==> config.mk <==
export PLATFORM = sky130hd
export DESIGN_NAME = cksum_parse_ctl
export DESIGN_NICKNAME = d
export VERILOG_FILES = /design/src/rtl/cksum_pkg.sv /design/src/rtl/cksum_parse_ctl.sv
export SDC_FILE = /design/constraint.sdc
export NUM_CORES = 1
export LEC_CHECK = 0
export ABC_AREA = 1
export ABC_CLOCK_PERIOD_IN_PS = 3500
export BUFFER_PORTS_ARGS = -buffer_cell sky130_fd_sc_hd__buf_2
export CAP_MARGIN = 20
export CORE_ASPECT_RATIO = 1.1
export CORE_MARGIN = 4
export CORE_UTILIZATION = 57
export CTS_CLUSTER_DIAMETER = 80
export CTS_CLUSTER_SIZE = 24
export DETAILED_ROUTE_END_ITERATION = 10
export GPL_TIMING_DRIVEN = 0
export PLACE_DENSITY = 0.76
export SYNTH_ARGS = -nofsm -noshare
export SYNTH_HDL_FRONTEND = slang
export SYNTH_SLANG_ARGS = --single-unit
==> constraint.sdc <==
create_clock -name clk -period 3.5 [get_ports clk]
set_input_delay 0 -clock clk [delete_from_list [all_inputs] [get_ports clk]]
set_output_delay 0 -clock clk [all_outputs]
set_load 0.005 [all_outputs]
==> src/rtl/cksum_pkg.sv <==
package cksum_pkg;

  localparam logic [15:0] ET_TAG  = 16'h8100;
  localparam logic [15:0] ET_IPV4 = 16'h0800;
  localparam logic [15:0] ET_IPV6 = 16'h86DD;
  localparam logic [7:0]  PROTO_TCP = 8'd6;
  localparam logic [7:0]  PROTO_UDP = 8'd17;
  localparam int ETH_TYPE_POS  = 12;
  localparam int TAG_LEN       = 4;
  localparam int V4_MIN_IHL    = 5;
  localparam int V4_ADDR_LO    = 12;
  localparam int V4_ADDR_HI    = 20;
  localparam int V6_ADDR_LO    = 8;
  localparam int V6_HDR_BYTES  = 40;

  typedef enum logic [2:0] {
    K_ETH, K_TAG, K_V4, K_V6, K_V4OK, K_V6OK, K_NONE
  } kind_e;

  typedef struct packed {
    logic clear;
    logic sumEn;
    logic sumHigh;
    logic finish;
  } ctlStrobe_t;

  typedef struct packed {
    logic        isV4;
    logic        isV6;
    logic        tcp;
    logic        frag;
    logic        complete;
    logic [7:0]  proto;
    logic [15:0] l4Len;
  } hdrInfo_t;

  function automatic logic [15:0] onesAdd(input logic [15:0] a, input logic [15:0] b);
    logic [16:0] s;
    s = {1'b0, a} + {1'b0, b};
    return s[15:0] + {15'b0, s[16]};
  endfunction

endpackage

==> src/rtl/cksum_parse_ctl.sv <==
module cksum_parse_ctl
  import cksum_pkg::*;
#(
  parameter int CNT_W = 16
) (
  input  logic             clk,
  input  logic             rstN,
  input  logic             inValid,
  input  logic             inSof,
  input  logic             inEof,
  input  logic [7:0]       inData,
  output ctlStrobe_t       strobe,
  output hdrInfo_t         info
);

  localparam int EW = CNT_W + 1;
  localparam logic [CNT_W-1:0] BASE_PLAIN = CNT_W'(ETH_TYPE_POS + 2);
  localparam logic [CNT_W-1:0] BASE_TAG   = CNT_W'(ETH_TYPE_POS + 2 + TAG_LEN);
  localparam logic [CNT_W-1:0] POS_ET_HI  = CNT_W'(ETH_TYPE_POS);
  localparam logic [CNT_W-1:0] POS_ET_LO  = CNT_W'(ETH_TYPE_POS + 1);
  localparam logic [CNT_W-1:0] POS_TET_HI = CNT_W'(ETH_TYPE_POS + TAG_LEN);
  localparam logic [CNT_W-1:0] POS_TET_LO = CNT_W'(ETH_TYPE_POS + TAG_LEN + 1);
  localparam logic [CNT_W-1:0] V4_PS_LO   = CNT_W'(V4_ADDR_LO);
  localparam logic [CNT_W-1:0] V4_PS_HI   = CNT_W'(V4_ADDR_HI);
  localparam logic [CNT_W-1:0] V6_PS_LO   = CNT_W'(V6_ADDR_LO);
  localparam logic [CNT_W-1:0] V6_PS_HI   = CNT_W'(V6_HDR_BYTES);

  logic             inFrame;
  logic [CNT_W-1:0] byteCnt;
  logic [CNT_W-1:0] l3Base;
  kind_e            kind;
  logic [7:0]       etHi;
  logic [7:0]       lenHi;
  logic [5:0]       hdrBytes;
  logic [15:0]      ipLen;
  logic [15:0]      l4Len;
  logic [EW-1:0]    endOff;
  logic [7:0]       proto;
  logic             tcp;
  logic             frag;
  logic             complete;
  logic             finishQ;

  logic             active;
  logic [CNT_W-1:0] idx;
  logic [CNT_W-1:0] l3Off;
  logic [EW-1:0]    l3Ext;
  kind_e            kEff;
  logic             okState;
  logic             inPseudo;
  logic             inL4;
  logic [CNT_W-1:0] l4Start;
  logic             sumEn;
  logic [15:0]      typeWord;
  logic             protoOk;

  always_comb begin
    active   = inValid && (inSof || inFrame);
    idx      = inSof ? '0 : byteCnt;
    kEff     = inSof ? K_ETH : kind;
    l3Off    = idx - l3Base;
    l3Ext    = {1'b0, l3Off};
    typeWord = {etHi, inData};
    protoOk  = (inData == PROTO_TCP) || (inData == PROTO_UDP);
    okState  = (kEff == K_V4OK) || (kEff == K_V6OK);
    if (kEff == K_V4OK) begin
      inPseudo = (l3Off >= V4_PS_LO) && (l3Off < V4_PS_HI);
      l4Start  = CNT_W'(hdrBytes);
    end else begin
      inPseudo = (l3Off >= V6_PS_LO) && (l3Off < V6_PS_HI);
      l4Start  = V6_PS_HI;
    end
    inL4  = (l3Off >= l4Start) && (l3Ext < endOff);
    sumEn = active && !inSof && okState && (inPseudo || inL4);
  end

  always_ff @(posedge clk) begin
    if (!rstN) begin
      inFrame  <= 1'b0;
      byteCnt  <= '0;
      l3Base   <= '0;
      kind     <= K_NONE;
      etHi     <= '0;
      lenHi    <= '0;
      hdrBytes <= '0;
      ipLen    <= '0;
      l4Len    <= '0;
      endOff   <= '0;
      proto    <= '0;
      tcp      <= 1'b0;
      frag     <= 1'b0;
      complete <= 1'b0;
      finishQ  <= 1'b0;
    end else begin
      finishQ <= active && inEof;
      if (active) begin
        byteCnt <= (idx == '1) ? idx : idx + 1'b1;
        inFrame <= !inEof;
        if (inSof) begin
          kind     <= K_ETH;
          tcp      <= 1'b0;
          frag     <= 1'b0;
          complete <= 1'b0;
        end
        unique case (kEff)
          K_ETH: begin
            if (idx == POS_ET_HI) etHi <= inData;
            else if (idx == POS_ET_LO) begin
              l3Base <= BASE_PLAIN;
              if (typeWord == ET_IPV4)      kind <= K_V4;
              else if (typeWord == ET_IPV6) kind <= K_V6;
              else if (typeWord == ET_TAG)  kind <= K_TAG;
              else                          kind <= K_NONE;
            end
          end
          K_TAG: begin
            if (idx == POS_TET_HI) etHi <= inData;
            else if (idx == POS_TET_LO) begin
              l3Base <= BASE_TAG;
              if (typeWord == ET_IPV4)      kind <= K_V4;
              else if (typeWord == ET_IPV6) kind <= K_V6;
              else                          kind <= K_NONE;
            end
          end
          K_V4: begin
            case (l3Off)
              CNT_W'(0): begin
                if (inData[7:4] != 4'd4 || inData[3:0] < 4'(V4_MIN_IHL)) kind <= K_NONE;
                hdrBytes <= {inData[3:0], 2'b00};
              end
              CNT_W'(2): lenHi <= inData;
              CNT_W'(3): ipLen <= {lenHi, inData};
              CNT_W'(6): frag  <= inData[5] | (inData[4:0] != 5'd0);
              CNT_W'(7): frag  <= frag | (inData != 8'd0);
              CNT_W'(9): begin
                if (protoOk && (ipLen >= 16'(hdrBytes))) begin
                  kind     <= K_V4OK;
                  proto    <= inData;
                  tcp      <= (inData == PROTO_TCP);
                  l4Len    <= ipLen - 16'(hdrBytes);
                  endOff   <= EW'(ipLen);
                  complete <= (ipLen == 16'(hdrBytes));
                end else begin
                  kind <= K_NONE;
                end
              end
              default: ;
            endcase
          end
          K_V6: begin
            case (l3Off)
              CNT_W'(0): if (inData[7:4] != 4'd6) kind <= K_NONE;
              CNT_W'(4): lenHi <= inData;
              CNT_W'(5): begin
                l4Len  <= {lenHi, inData};
                endOff <= EW'(V6_HDR_BYTES) + EW'({lenHi, inData});
              end
              CNT_W'(6): begin
                if (protoOk) begin
                  kind     <= K_V6OK;
                  proto    <= inData;
                  tcp      <= (inData == PROTO_TCP);
                  complete <= (l4Len == 16'd0);
                end else begin
                  kind <= K_NONE;
                end
              end
              default: ;
            endcase
          end
          K_V4OK, K_V6OK: begin
            if (sumEn && inL4 && ((l3Ext + 1'b1) == endOff)) complete <= 1'b1;
          end
          default: ;
        endcase
      end
    end
  end

  always_comb begin
    strobe.clear   = active && inSof;
    strobe.sumEn   = sumEn;
    strobe.sumHigh = ~l3Off[0];
    strobe.finish  = finishQ;
    info.isV4      = (kind == K_V4OK);
    info.isV6      = (kind == K_V6OK);
    info.tcp       = tcp;
    info.frag      = frag;
    info.complete  = complete;
    info.proto     = proto;
    info.l4Len     = l4Len;
  end

endmodule

==> reports/metrics.cfg <==
[layout]
fin_util_pct = 68.3
antenna-diode-count = 0
final_cell_count_no_fill = 1442
synthToLayoutAreaGrowth_pct = 15.5
num-fill-cells = 1220
drive_gt1_share_pct = 15.5
design_area_mm2 = 0.00875
num-nets-final = 1330

[clock_network]
cts.path.max_buffers = 2
clkTransAtPathRegs_ps = 70
numCtsBuffers = 9
h-tree-depth = 3
clk_latency_ps = 350
cts_tree = built
clockRootBuffer = clkbuf_16
clkSinkCount = 102

[grt]
track_usage_pct = 31.7
grt_pass1_wl_um = 38700
grt_overflow = 0
antenna_found_initial = 0
grt_pass1_vias = 7816
grt_max_degree = 17

[setup_path]
critPathTopFamily = simple AND/OR/NAND/NOR gates
critPathLaunch = byteCnt[1]$_SDFFE_PN0P_
required_ps = 3500
r2r_start = byteCnt[1]$_SDFFE_PN0P_
criticalPathCategory = reg2out
cpPeakStageDelay_ps = 370
cp.arrival_ps = 3440
cp-start-kind = flop
crit_fanout = 5
worst_setup_path_end_kind = primary output
worst-path-buf-inv = 5
crit_slowest_cell = fa_2
cp_cell_sequence = inv_2 -> nor2_2 -> inv_2 -> ha_4 -> inv_2 -> fa_2 -> nand3_4 -> nand2_4 -> nand2_4 -> buf_6 -> nand4_1 -> nand2_4 -> ha_4 -> a21oi_2 -> a21oi_2 -> a21oi_4 -> o311ai_4 -> or2_4 -> a21oi_4 -> buf_2

[timing]
fin_setup_tns_ps = 0
max_freq_ghz = 0.291
finalSetupViolCount = 0
finalCriticalPeriod_ps = 3440
rsz0062_at_grt = yes
fin_crit_sh_pct = 98.3
finClkSkew_ps = 7.64
timing.slew.headroom_pct = 46.2
worst_pin_slew_ps = 805
finalHoldViolations = 0
slew_viol_final = 0

[synthesis]
synth_top_area_share_pct = 26.9
synthCells = 1206
yosysSeqAreaShare_pct = 26.9
synth_commonest_cells = 226 x nand2_1, 199 x nor2_1, 163 x inv_1
ys_ff_latch = 102
yosys-top-cells-area = dfxtp_1 27%, nand2_1 11%, nor2_1 9.9%
synth-main-ff-cell = dfxtp_1
yosysMostFrequentCell = nand2_1
async_reset_ff_share_pct = 0
syn_area_mm2 = 0.00758
syn-num-nets = 1255
avgSynthCellArea_um2 = 6.28
synth_edf_count = 0
yosysWarningCount = 0
synthDistinctLibCells = 54
yosysTopAreaCell = dfxtp_1

[drt]
wl_met3_um = 1450
drcViolationCount = 0
dr_wl_met2_um = 11600
highest_layer = met4
vias = 8392
drtAntennaViolNets = 0
viasPerCell = 5.82
drt_pre_antenna_iters = 5
routed_wl_um = 24200
wl_per_cell_um = 16.8
wl_met1_um = 10200
drt_iter0_markers = 805

[placement]
placed_cell_area_mm2 = 0.00800
dp.cells = 1407
place_congestion = 0.967
portBuffers = 44
dp_hpwl_um = 18500

[pwr]
power_mw = 3.09
pwr-share-seq_pct = 39.1
netSwitchingPower_mw = 1.03
p_per_area_mw_per_mm2 = 353
power.leakage_nw = 3.79
combPwrFrac_pct = 27.4
netSwitchingFraction_pct = 33.3
p_int_mw = 2.06
pwr-share-clk_pct = 33.5
vdd_drop_max_v = 0.000294

[outcome]
status = finished clean

[floorplan]
ios = 46
fp.dieH_um = 129
die_w_um = 118
num_rows = 43
start_util_pct = 59.2
die_area_mm2 = 0.0152
core_area_mm2 = 0.0128

[job]
cap_violations = 0

[worst_hold_path]
hold_path_class = in2reg
hold_path_startpoint = rstN

-- path summary, 6_finish.rpt --
path	cells after the start	endpoint	slack [ps]
min reg2reg	2	etHi[5]$_SDFFE_PN0P_	450
min	2	proto[3]$_SDFFE_PN0P_	10
max reg2reg	23	complete$_SDFFE_PN0P_	70
max	20	strobe[2]	60
-- kinds of logic (layout without fill, tap and decap cells) --
family / Yosys count / after routing / share of synthesized area [%]
buffers and inverters: 213 / 292 / 11.5
XOR/XNOR: 8 / 8 / 0.925
adder cells (fa/ha/maj): 36 / 36 / 6.14
AND/OR/NAND/NOR: 631 / 631 / 37.8
flip-flops: 102 / 102 / 26.9
AO/OA/AOI/OAI: 216 / 216 / 16.6
-- what timing repair did --
item	in CTS	in global routing
setup buffers	13	5
pin swaps	8	23
hold endpoints to repair	3	0
hold buffers	2	0
cloned	1	0
gates resized for setup	34	52
endpoints found under the setup margin	20	48
-- registers in the layout, summed over array words and instances, names as in the netlist --
register	count
inFrame	1
kind	3
tcp	1
ipLen	16
byteCnt	16
frag	1
l3Base	3
endOff	15
l4Len	16
complete	1
proto	8
hdrBytes	4
etHi	8
lenHi	8
finishQ	1
-- cell type report --
class                   instances  area (um2)  area share (%)
flip-flops and latches        102        2040            23.4
multi-input cells             891        4960            56.7
inverters                     171         644            7.36
clock inverters                 4        55.1           0.629
well taps                     157         196            2.24
repair buffers                 65         380            4.35
plain buffers                  41         224            2.56
clock buffers                  11         243            2.77
-- through the flow --
step	worst slack [ps]	hold WS, ps
floorplan	417	89.9
detailed placement	-469	198
CTS	-33.3	0.165
global route	-71.0	28.4
global placement	-409	192
finish	59.7	9.52
-- power groups by stage --
stage	Combinational, mW	Clock [mW]	Sequential, mW
final	0.844	1.03	1.21
after global routing	0.928	1.09	1.21
after CTS	0.752	1.05	1.21
after detailed placement	0.673	0	1.23
after global placement	0.667	0	1.23
after floorplan	0.497	0	1.23
-- cell usage in the layout (no fill, tap or decap), drive strengths merged, types with 2 or more instances in the layout --
cell type,synthesis,final
dlygate4sd3,0,2
a211oi,38,38
nor3b,3,3
nand3,77,77
or2,3,3
o21ai,79,79
nor2,208,208
inv,171,173
o211ai,4,4
xor2,8,8
nand4,33,33
o22ai,6,6
o221ai,2,2
clkbuf,22,33
a2111oi,2,2
fa,2,2
o31ai,2,2
dfxtp,102,102
nor3,39,39
nand2,245,245
buf,20,82
a21oi,69,69
and3,5,5
a31oi,5,5
ha,34,34
nor4,15,15
-- layer usage --
metal,up-vias,global-route usage [%]
li1,4141,-
met1,3863,38.7
met2,316,55.6
met3,72,4.22
met4,0,15.5
met5,-,0
Note: power is estimated with default switching activity, not from simulation.
